`config.mk`:
```
export PLATFORM = sky130hd
export DESIGN_NAME = energy_pulse_ctrl
export DESIGN_NICKNAME = d
export VERILOG_FILES = /design/src/rtl/epc_pkg.sv /design/src/rtl/epc_pulse_timer.sv /design/src/rtl/epc_channel.sv /design/src/rtl/energy_pulse_ctrl.sv
export SDC_FILE = /design/constraint.sdc
export NUM_CORES = 1
export LEC_CHECK = 0
export BUFFER_PORTS_ARGS = -buffer_cell sky130_fd_sc_hd__buf_2
export CORE_MARGIN = 2
export CORE_UTILIZATION = 54
export DETAILED_ROUTE_END_ITERATION = 12
export GPL_ROUTABILITY_DRIVEN = 0
export HOLD_SLACK_MARGIN = 0.06
export PLACE_DENSITY_LB_ADDON = 0.12
export RECOVER_POWER = 50
export SYNTH_ARGS = -nofsm -noshare
export SYNTH_HDL_FRONTEND = slang
export SYNTH_SLANG_ARGS = --single-unit
export TNS_END_PERCENT = 5
```
`constraint.sdc`:
```
create_clock -name clk -period 4.05 [get_ports clk]
set_clock_uncertainty 0.15 [all_clocks]
set_input_delay 0.2025 -clock clk [delete_from_list [all_inputs] [get_ports clk]]
set_output_delay 0.2025 -clock clk [all_outputs]
set_load 0.05 [all_outputs]
```
`src/rtl/epc_pkg.sv`:
```
// Shared definitions for the energy pulse output controller.
// Assumes clock rates up to about 6 GHz, so the width product fits in 32 bits.
package epc_pkg;

    // Output behaviour selected by the mode input
    typedef enum logic {
        MODE_FIXED = 1'b0,
        MODE_LATCH = 1'b1
    } epc_mode_e;

    // Forward pulse length in cycles: ceil(71.5 us * f), with f given in kHz
    function automatic int unsigned fwd_width(input int unsigned clk_khz);
        return (715 * clk_khz + 9999) / 10000;
    endfunction

endpackage

```
`src/rtl/epc_pulse_timer.sv`:
```
// Down-counter that times one fixed-width pulse.
// Loads the short or the long width on start and reports busy while nonzero.
// Assumes the caller raises start only while the timer is idle.
module epc_pulse_timer #(
    parameter int unsigned W_FWD = 15,
    parameter int unsigned W_REV = 30
) (
    input  logic clk,
    input  logic rst_n,
    input  logic flush,
    input  logic start,
    input  logic long_sel,
    output logic busy
);
    localparam int unsigned CW = $clog2(W_REV + 1);

    logic [CW-1:0] cnt_q;

    // Load the selected width on start, then count down to zero
    always_ff @(posedge clk) begin
        if (!rst_n || flush) begin
            cnt_q <= '0;
        end else if (start) begin
            cnt_q <= long_sel ? CW'(W_REV) : CW'(W_FWD);
        end else if (cnt_q != '0) begin
            cnt_q <= cnt_q - 1'b1;
        end
    end

    assign busy = (cnt_q != '0);

    // A new pulse is only launched from idle
    assert_start_idle_R4: assert property (@(posedge clk) disable iff (!rst_n)
        start |-> !busy);

    // A running pulse never stretches beyond its load without a new start
    assert_count_down_R2: assert property (@(posedge clk) disable iff (!rst_n)
        (busy && !start && !flush) |=> (cnt_q == $past(cnt_q) - 1'b1));

endmodule

```
`src/rtl/epc_channel.sv`:
```
// One metering channel: anti-creep gating, fixed-width pulse with a
// one-deep pending slot, sticky latch for interrupt mode, and direction.
// Assumes ev_i is a single-cycle strobe per energy quantum.
module epc_channel #(
    parameter int unsigned W_FWD = 15,
    parameter int unsigned W_REV = 30
) (
    input  logic clk,
    input  logic rst_n,
    input  logic latched_i,
    input  logic clr_i,
    input  logic ev_i,
    input  logic rev_i,
    input  logic pwr_i,
    output logic pulse_o,
    output logic dir_fwd_o,
    output logic flag_o
);
    logic acc;
    logic busy;
    logic start;
    logic long_sel;
    logic pend_q;
    logic pend_rev_q;
    logic latch_q;
    logic dir_q;

    assign acc      = ev_i && pwr_i;
    assign start    = !latched_i && !busy && (pend_q || acc);
    assign long_sel = pend_q ? pend_rev_q : rev_i;

    epc_pulse_timer #(.W_FWD(W_FWD), .W_REV(W_REV)) timer_i (
        .clk      (clk),
        .rst_n    (rst_n),
        .flush    (latched_i),
        .start    (start),
        .long_sel (long_sel),
        .busy     (busy)
    );

    // Hold one event that arrives while a pulse is running
    always_ff @(posedge clk) begin
        if (!rst_n || latched_i) begin
            pend_q     <= 1'b0;
            pend_rev_q <= 1'b0;
        end else if (start && pend_q) begin
            pend_q     <= acc;
            pend_rev_q <= rev_i;
        end else if (acc && busy && !pend_q) begin
            pend_q     <= 1'b1;
            pend_rev_q <= rev_i;
        end
    end

    // Sticky output for latched mode; clear outranks a new event
    always_ff @(posedge clk) begin
        if (!rst_n || !latched_i) begin
            latch_q <= 1'b0;
        end else if (clr_i) begin
            latch_q <= 1'b0;
        end else if (acc) begin
            latch_q <= 1'b1;
        end
    end

    // Register the energy-flow direction, forward after reset
    always_ff @(posedge clk) begin
        if (!rst_n) begin
            dir_q <= 1'b1;
        end else begin
            dir_q <= !rev_i;
        end
    end

    assign pulse_o   = latched_i ? latch_q : busy;
    assign dir_fwd_o = dir_q;
    assign flag_o    = latch_q;

    // Latched output holds until cleared
    assert_latch_hold_R5: assert property (@(posedge clk) disable iff (!rst_n)
        (latched_i && latch_q && !clr_i) |=> latch_q);

    // Clear empties the latch even with a coincident event
    assert_clear_wins_R6: assert property (@(posedge clk) disable iff (!rst_n)
        (latched_i && clr_i) |=> !latch_q);

    // No power, no latch
    assert_creep_latch_R8: assert property (@(posedge clk) disable iff (!rst_n)
        (latched_i && !latch_q && !pwr_i) |=> !latch_q);

    // No power and nothing pending keeps an idle timer idle
    assert_creep_fixed_R8: assert property (@(posedge clk) disable iff (!rst_n)
        (!latched_i && !busy && !pend_q && !pwr_i) |=> !busy);

    // A pending event is not lost: it stays or its pulse is running
    assert_pend_kept_R4: assert property (@(posedge clk) disable iff (!rst_n)
        (!latched_i && pend_q) |=> (pend_q || busy));

    // Direction output follows the reverse flag one edge later
    assert_dir_track_R9: assert property (@(posedge clk) disable iff (!rst_n)
        1'b1 |=> (dir_fwd_o == !$past(rev_i)));

endmodule

```
`src/rtl/energy_pulse_ctrl.sv`:
```
// Top of the dual-channel energy pulse output controller.
// Instantiates one channel engine per input and merges latched states into irq.
// Assumes CLK_KHZ gives the real clock rate so that widths match 71.5 us.
module energy_pulse_ctrl #(
    parameter int unsigned CLK_KHZ = 200000,
    parameter int unsigned NCH     = 2
) (
    input  logic           clk,
    input  logic           rst_n,
    input  logic           mode_latched,
    input  logic           irq_clr,
    input  logic [NCH-1:0] ev_stb,
    input  logic [NCH-1:0] ev_rev,
    input  logic [NCH-1:0] pwr_ok,
    output logic [NCH-1:0] pulse_out,
    output logic [NCH-1:0] dir_fwd,
    output logic           irq
);
    import epc_pkg::*;

    localparam int unsigned W_FWD = fwd_width(CLK_KHZ);
    localparam int unsigned W_REV = 2 * W_FWD;

    epc_mode_e       mode;
    logic [NCH-1:0]  flag;

    assign mode = epc_mode_e'(mode_latched);

    // One independent engine per channel
    for (genvar c = 0; c < NCH; c++) begin : g_ch
        epc_channel #(.W_FWD(W_FWD), .W_REV(W_REV)) ch_i (
            .clk       (clk),
            .rst_n     (rst_n),
            .latched_i (mode == MODE_LATCH),
            .clr_i     (irq_clr),
            .ev_i      (ev_stb[c]),
            .rev_i     (ev_rev[c]),
            .pwr_i     (pwr_ok[c]),
            .pulse_o   (pulse_out[c]),
            .dir_fwd_o (dir_fwd[c]),
            .flag_o    (flag[c])
        );
    end

    assign irq = |flag;

    // No interrupt survives a cycle in fixed-width mode
    assert_irq_fixed_R7: assert property (@(posedge clk) disable iff (!rst_n)
        (mode == MODE_FIXED) |=> !irq);

    // Reset leaves outputs idle and direction forward
    assert_reset_state_R1: assert property (@(posedge clk)
        !rst_n |=> (irq == 1'b0 && dir_fwd == '1 && flag == '0));

endmodule

```
==> results of run 1 <==
-- state kept, by name, summed over array words and instances, names as in the netlist --
name	count
g_ch.ch_i.dir_fwd_o	2
g_ch.ch_i.flag_o	2
g_ch.ch_i.pend_q	2
g_ch.ch_i.pend_rev_q	2
g_ch.ch_i.timer_i.cnt_q	30
-- critical path, cell delays in order, from the launching register on --
cell	delay, ns
dfxtp_1	0.34
inv_1	0.08
ha_1	0.14
nor3b_1	0.59
nand4_1	0.63
mux2_2	0.47
buf_2	0.21
-- per-stage QoR --
| step | hold slack, ns | cell area (um2) | total power, uW |
|---|---|---|---|
| after floorplan | 0.114 | 2100 | 1780 |
| after global placement | 0.248 | 2160 | 1990 |
| after detailed placement | 0.250 | 2160 | 2000 |
| after CTS | 0.0625 | 2300 | 2270 |
| after global routing | 0.0714 | 2290 | 2490 |
| final | 0.0719 | 2290 | 2260 |
-- final cells by class --
cell class | instances | area share (%)
multi-input combinational | 190 | 54.0
tap | 48 | 2.62
inverter | 8 | 1.31
clock inverter | 1 | 0.218
timing repair buffer | 19 | 4.96
sequential | 38 | 33.2
clock buffer | 7 | 3.76
-- final timing paths --
check / from / to / slack [ns] / cells past startpoint
max: g_ch[0].ch_i.timer_i.cnt_q[0]$_SDFFE_PP0P_ / pulse_out[0] / 0.95 / 6
min: pwr_ok[0] / g_ch[0].ch_i.flag_o$_SDFFE_PP0P_ / 0.07 / 3
max reg2reg: g_ch[0].ch_i.timer_i.cnt_q[0]$_SDFFE_PP0P_ / g_ch[0].ch_i.timer_i.cnt_q[3]$_SDFFE_PP0P_ / 1.31 / 6
min reg2reg: g_ch[1].ch_i.pend_rev_q$_SDFFE_PP0P_ / g_ch[1].ch_i.pend_rev_q$_SDFFE_PP0P_ / 0.32 / 2
-- logic make-up (layout without fill, tap and decap cells) --
kind of cell,count (synthesis),in the layout,share of synthesized area (%)
AO/OA/AOI/OAI,59,59,18.7
XOR/XNOR,6,6,2.51
adder cells (fa/ha/maj),5,5,2.87
buffers and inverters,20,35,4.42
flip-flops,38,38,36.3
multiplexers,8,8,4.18
AND/OR/NAND/NOR,112,112,31.0
-- synth_stat cells (3+ instances only) --
cell      count  area, um2
or3b_1        3       26.3
nand4b_1      3       26.3
ha_1          4       50.1
xnor2_1       4       35.0
or4_1         3       22.5
a31oi_1       7       43.8
a211oi_1      9       67.6
o21ai_1       8       40.0
buf_4         4       30.0
nand3_1       3       15.0
nor3_1       14       70.1
nor3b_1       3       22.5
dfxtp_1      38        761
o21a_1        3       22.5
or3_1         4       25.0
a21oi_1      16       80.1
or2_2         5       31.3
nand2_1      18       67.6
clkbuf_1      4       15.0
nand4_1       8       50.1
mux2_2        4       45.0
nand3b_1      3       22.5
nor2_1       22       82.6
nor4_1        4       25.0
nor2b_1       5       31.3
inv_1         8       30.0
-- timing repair --
item / CTS / global route
hold buffers: 5 / 0
endpoints found under the setup margin: 0 / 0
hold endpoints to repair: 5 / 0
gates resized for setup: 0 / 0
-- power breakdown --
part	internal (uW)	switching [uW]
clock network	137	126
logic	550	801
registers	496	154
total	1180	1080
-- layer usage --
layer | global-route usage (%) | up-vias | part of all wire, %
li1 | - | 955 | -
met1 | 32.0 | 874 | 50
met2 | 35.5 | 64 | 43
met3 | 5.79 | 4 | 5.6
met4 | 4.85 | 0 | 0.77
met5 | 0 | - | 0
==> impl_metrics.ini, run 1 <==
[run_status]
outcome = finished, final reports clean

[worst_hold_path]
min_path_type = input pin to register

[floorplan]
core_area_mm2 = 0.00369
rows = 22
fp.dieArea_mm2 = 0.00440
start_util_pct = 56.8
die_height_um = 66.3
ios = 15
die_w_um = 66.3

[timing]
rsz0062_at_grt = no
clock.fmax_mhz = 323
hold_viol = 0
period_share_pct = 76.4
fin_crit_ns = 3.10
drv_slew = 0
tns_ns = 0
worst_slack_ns = 0.955
finalSetupViolCount = 0
worst_slew_pin_slew_ns = 0.960
slew_headroom_pct = 35.9

[synth]
synth-seq-cells = 38
netlist-cell-type-count = 56
synth_edf_count = 0
ys.flop_type = dfxtp_1
async_flop_share_pct = 0
netlist_area_mm2 = 0.00210
syn_inst = 248
synth_nets = 262
yosysWarnings = 0
avgSynthCellArea_um2 = 8.45
yosysSeqAreaShare_pct = 36.3

[setup_path]
worstPathMaxFanout = 13
cp-end-kind = output port
cp_data_required_time_ns = 3.70
cp.arrival_ns = 2.74
worstSetupStartpointType = register
critPathKind = register to output port

[clock_network]
cts_max_level = 2
clk_latency_ns = 0.28
cts.clk_slew.worst_paths_ns = 0.07
cts_root_buf = clkbuf_8
cts_tree = built
cts.sinks = 38
cts_setup_buffers = 0
cts.path.max_buffers = 2
cts_made_buffers = 5

[finish]
layout.nets = 276
drive_gt1_share_pct = 11.8
diodes = 0
final_cell_mix = 38 x dfxtp_1, 22 x nor2_1, 18 x nand2_1, 16 x a21oi_1, 14 x nor3_1
seq_area_um2 = 761
final_common_cell = dfxtp_1
fin_cells = 311
fillCellCount = 343
area_growth_pct = 9.43
final_util_pct = 62.2
multiInputGateArea_mm2 = 0.00124

[routing]
wl_um = 4390
drt-initial-drc-count = 179
wire_per_inst_um = 14.1
viasPerCell = 6.10
vias = 1897
first_pass_iters = 4
drcViolationCount = 0
ant_nets = 0

[power]
leakagePower_uw = 0.000856
cellPowerDensity_mw_per_mm2 = 988
peakVddDrop_mv = 0.436

[place]
portBuffers = 14
place_ws_ns = 1.51
dp.cells = 298
place_hpwl_um = 3210

[global_routing]
grt_pass1_wl_um = 7870
antenna_found_initial = 0
grt_util_all_layers_pct = 22.9
grt_max_degree = 22
overflow = 0
grt_pass1_vias = 1757

[flow_run]
drv_cap = 0
(Power assumes the default switching activity.)
==> run 2: changes to the inputs <==
==> constraint.sdc (replaced) <==
create_clock -name clk -period 2.8 [get_ports clk]
set_clock_uncertainty 0.15 [all_clocks]
set_input_delay 0.14 -clock clk [delete_from_list [all_inputs] [get_ports clk]]
set_output_delay 0.14 -clock clk [all_outputs]
set_load 0.05 [all_outputs]
==> impl_metrics.ini, run 2 (synthesis gave the netlist of run 1 again) <==
[run_status]
outcome = finished, final reports clean

[clock_network]
cts_max_level = 2
clk_latency_ns = 0.29
cts_tree = built
cts.sinks = 38
cts.path.max_buffers = 2
cts_root_buf = clkbuf_8
cts_made_buffers = 5
cts.clk_slew.worst_paths_ns = 0.07
cts_setup_buffers = 0

[timing]
rsz0062_at_grt = no
fin_hold_ws_ns = 0.110
tns_ns = 0
worst_slew_pin_slew_ns = 0.637
period_share_pct = 86.3
hold_viol = 0
worst_slack_ns = 0.384
drv_slew = 0
clock.fmax_mhz = 414
fin_crit_ns = 2.42
finalSetupViolCount = 0
slew_headroom_pct = 57.6

[routing]
wl_met3_um = 186
first_pass_iters = 4
viasPerCell = 5.92
drt-met1-wl_um = 2290
ant_nets = 0
met2_length_um = 1900
vias = 1877
wire_per_inst_um = 14.0
drcViolationCount = 0
top_layer = met4
drt-initial-drc-count = 192
wl_um = 4440

[power]
power_frac_clock_pct = 10.6
sequentialPowerShare_pct = 28.2
cellPowerDensity_mw_per_mm2 = 1430
p_sw_uw = 1590
intPower_uw = 1750
switching_share_pct = 47.5
peakVddDrop_mv = 0.583
comb_power_share_pct = 61.2
leakagePower_uw = 0.000882
finalPower_uw = 3340

[floorplan]
start_util_pct = 56.8
ios = 15
rows = 22
die_height_um = 66.3
core_area_mm2 = 0.00369
fp.dieArea_mm2 = 0.00440
die_w_um = 66.3

[global_routing]
antenna_found_initial = 0
grt_pass1_vias = 1776
grt_util_all_layers_pct = 24.1
grt_pass1_wl_um = 8090
grt_max_degree = 16
overflow = 0

[finish]
final_common_cell = dfxtp_1
drive_gt1_share_pct = 13.0
area_growth_pct = 11.7
top_register = g_ch.ch_i.timer_i.cnt_q
largest_reg_flops = 30
diodes = 0
layout.nets = 283
fillCellCount = 330
seq_area_um2 = 761
final_cell_mix = 38 x dfxtp_1, 22 x nor2_1, 18 x nand2_1, 16 x a21oi_1, 14 x nor3_1
multiInputGateArea_mm2 = 0.00124

[worst_hold_path]
min_path_type = input pin to register

[setup_path]
cp.arrival_ns = 2.13
critPathKind = register to output port
cp_data_required_time_ns = 2.51
worstSetupStartpointType = register
worstPathMaxFanout = 12
cp-end-kind = output port

[place]
portBuffers = 14
place_ws_ns = 0.578
place_hpwl_um = 3220

[flow_run]
drv_cap = 0
run 2: changes by cell type in the layout (fill, tap and decap cells not counted), sizes merged:
cell	before	now
dlygate4sd3	5	7
buf	9	14
clkinv	1	0
run 2: area by class of cell:
cell class	count	share of cell area, %
Inverter	8	1.28
Sequential cell	38	32.5
Clock buffer	7	3.26
Timing Repair Buffer	26	7.32
Tap cell	48	2.57
Multi-Input combinational cell	190	53.1
run 2: through the flow:
| step | utilization, % | instance area (um2) | std cells |
|---|---|---|---|
| floorplan | - | 2100 | 248 |
| global placement | 59.7 | 2200 | 303 |
| detailed placement | 59.7 | 2200 | 303 |
| CTS | 63.6 | 2350 | 317 |
| global route | 63.5 | 2340 | 317 |
| finish | 63.5 | 2340 | 317 |
run 2: power by group through the flow:
stage	registers [uW]	logic (uW)	clock network, uW
final	941	2040	355
after global routing	977	2310	389
after CTS	939	2040	371
after detailed placement	950	2020	0
after global placement	944	2020	0
after floorplan	896	1680	0
run 2: final timing paths:
path	depth (start not counted)	endpoint	from	slack, ns
max	7	pulse_out[1]	g_ch[1].ch_i.timer_i.cnt_q[0]$_SDFFE_PP0P_	0.38
min	3	g_ch[0].ch_i.pend_rev_q$_SDFFE_PP0P_	ev_stb[0]	0.11
max reg2reg	6	g_ch[1].ch_i.timer_i.cnt_q[2]$_SDFFE_PP0P_	g_ch[1].ch_i.timer_i.cnt_q[0]$_SDFFE_PP0P_	0.57
min reg2reg	2	g_ch[1].ch_i.pend_rev_q$_SDFFE_PP0P_	g_ch[1].ch_i.pend_rev_q$_SDFFE_PP0P_	0.31
run 2: what timing repair did:
action | in CTS | in global routing
hold buffers | 7 | 0
hold endpoints to repair | 6 | 0
gates resized for setup | 0 | 0
run 2: per-layer routing:
layer | GRT usage (%) | vias up
li1 | - | 966
met5 | 0 | -
met4 | 9.69 | 0
met3 | 5.96 | 6
met2 | 35.3 | 37
met1 | 33.7 | 868
run 2: worst max-delay path, cell delays in order, from the launching register on:
cell     delay, ns
dfxtp_1       0.33
inv_1         0.11
ha_1          0.20
nor3b_1       0.38
nand4_1       0.14
buf_4         0.22
mux2_2        0.26
buf_2         0.21
==> run 3: changes to the inputs <==
--- a/config.mk
+++ b/config.mk
@@ -7,7 +7,7 @@
 export LEC_CHECK = 0
 export BUFFER_PORTS_ARGS = -buffer_cell sky130_fd_sc_hd__buf_2
 export CORE_MARGIN = 2
-export CORE_UTILIZATION = 54
+export CORE_UTILIZATION = 44
 export DETAILED_ROUTE_END_ITERATION = 12
 export GPL_ROUTABILITY_DRIVEN = 0
 export HOLD_SLACK_MARGIN = 0.06
==> impl_metrics.ini, run 3 (synthesis gave the netlist of run 1 again) <==
[run_status]
outcome = finished, final reports clean

[timing]
worst_slack_ns = 0.365
drv_slew = 0
fin_hold_ws_ns = 0.113
slew_headroom_pct = 60.6
rsz0062_at_grt = no
finalSetupViolCount = 0
tns_ns = 0
period_share_pct = 87.0
worst_slew_pin_slew_ns = 0.583
fin_crit_ns = 2.44
clock.fmax_mhz = 411
hold_viol = 0

[power]
cellPowerDensity_mw_per_mm2 = 1440
leakagePower_uw = 0.000903
intPower_uw = 1820
peakVddDrop_mv = 0.533
p_sw_uw = 1640
power_frac_clock_pct = 11.6
switching_share_pct = 47.4
sequentialPowerShare_pct = 27.2
comb_power_share_pct = 61.1

[global_routing]
antenna_found_initial = 0
grt_util_all_layers_pct = 19.7
grt_max_degree = 15
overflow = 0
grt_pass1_wl_um = 8200
grt_pass1_vias = 1683

[setup_path]
worstSetupStartpointType = register
cp.arrival_ns = 2.15
cp-end-kind = output port
critPathKind = register to output port
cp_data_required_time_ns = 2.51
rrSetupSlack_ns = 0.53
worstPathMaxFanout = 12

[worst_hold_path]
min_path_type = input pin to register

[routing]
first_pass_iters = 4
drt-initial-drc-count = 128
wl_um = 4790
vias = 1909
viasPerCell = 5.82
ant_nets = 0
drcViolationCount = 0
wire_per_inst_um = 14.6

[clock_network]
cts.sinks = 38
clk_latency_ns = 0.29
cts_root_buf = clkbuf_8
cts.path.max_buffers = 2
cts_max_level = 2
cts_made_buffers = 5
cts_tree = built
cts.clk_slew.worst_paths_ns = 0.08

[finish]
final_cell_mix = 38 x dfxtp_1, 22 x nor2_1, 18 x nand2_1, 16 x a21oi_1, 14 x nor3_1
top_register = g_ch.ch_i.timer_i.cnt_q
layout.nets = 287
diodes = 0
fin_cells = 328
area_growth_pct = 14.3
final_common_cell = dfxtp_1
drive_gt1_share_pct = 14.6
largest_reg_flops = 30

[floorplan]
fp.dieArea_mm2 = 0.00533
core_area_mm2 = 0.00466
start_util_pct = 45.0
ios = 15
rows = 25
die_height_um = 73.0
die_w_um = 73.0

[place]
place_ws_ns = 0.581
portBuffers = 14
place_hpwl_um = 3390
dp.cells = 312

[flow_run]
drv_cap = 0
run 3: changes by cell type in the layout (fill, tap and decap cells not counted):
cell,previous run,this run
clkbuf_8,5,6
clkinv_2,0,1
and2_0,0,1
dlygate4sd3_1,7,8
clkinvlp_4,0,1
buf_4,5,7
and2_1,2,1
clkbuf_1,7,6
run 3: cell type report:
type / instances / area (um2)
sequential: 38 / 761
clock buffer: 6 / 82.6
tap: 54 / 67.6
multi-input combinational: 190 / 1240
clock inverter: 2 / 12.5
fill: 425 / 2260
inverter: 8 / 30.0
timing repair buffer: 30 / 200
run 3: metal layers:
layer	global-route usage [%]	up-vias	part of all wire, %	routed length (um)
met5	0	-	0	0
met4	5.97	0	1.3	60
met3	4.28	5	2.8	133
met2	28.8	28	43	2060
met1	28.8	898	53	2530
li1	-	978	-	-
run 3: power groups by stage:
stage / clock, uW / combinational, uW / sequential (uW)
2_1_floorplan: 0 / 1680 / 896
3_3_place_gp: 0 / 2100 / 951
3_5_place_dp: 0 / 2100 / 951
4_1_cts: 414 / 2130 / 939
5_1_grt: 445 / 2380 / 980
6_report: 403 / 2110 / 943
run 3: worst paths after layout:
kind                                         startpoint                                         end  cells past startpoint
max          g_ch[1].ch_i.timer_i.cnt_q[0]$_SDFFE_PP0P_                                pulse_out[1]                      7
min                                           ev_stb[0]        g_ch[0].ch_i.pend_rev_q$_SDFFE_PP0P_                      3
max reg2reg  g_ch[1].ch_i.timer_i.cnt_q[0]$_SDFFE_PP0P_  g_ch[1].ch_i.timer_i.cnt_q[2]$_SDFFE_PP0P_                      6
min reg2reg        g_ch[1].ch_i.pend_rev_q$_SDFFE_PP0P_        g_ch[1].ch_i.pend_rev_q$_SDFFE_PP0P_                      2
run 3: per-stage QoR:
step	utilization [%]	area (um2)	power, uW
after floorplan	-	2100	2570
after global placement	47.9	2230	3050
after detailed placement	47.9	2230	3050
after CTS	51.6	2410	3480
after global routing	51.4	2400	3800
final	51.4	2400	3460
run 3: what timing repair did:
item / in CTS / in global routing
setup endpoints to repair: 0 / 0
hold buffers: 8 / 0
resized for setup: 0 / 0
buffers inserted: 0 / 0
endpoints found under the hold margin: 6 / 0
run 3: worst max-delay path, cell delays in order (launching register included):
cell,delay [ns]
dfxtp_1,0.32
inv_1,0.11
ha_1,0.19
nor3b_1,0.39
nand4_1,0.14
buf_4,0.22
mux2_2,0.26
buf_2,0.21
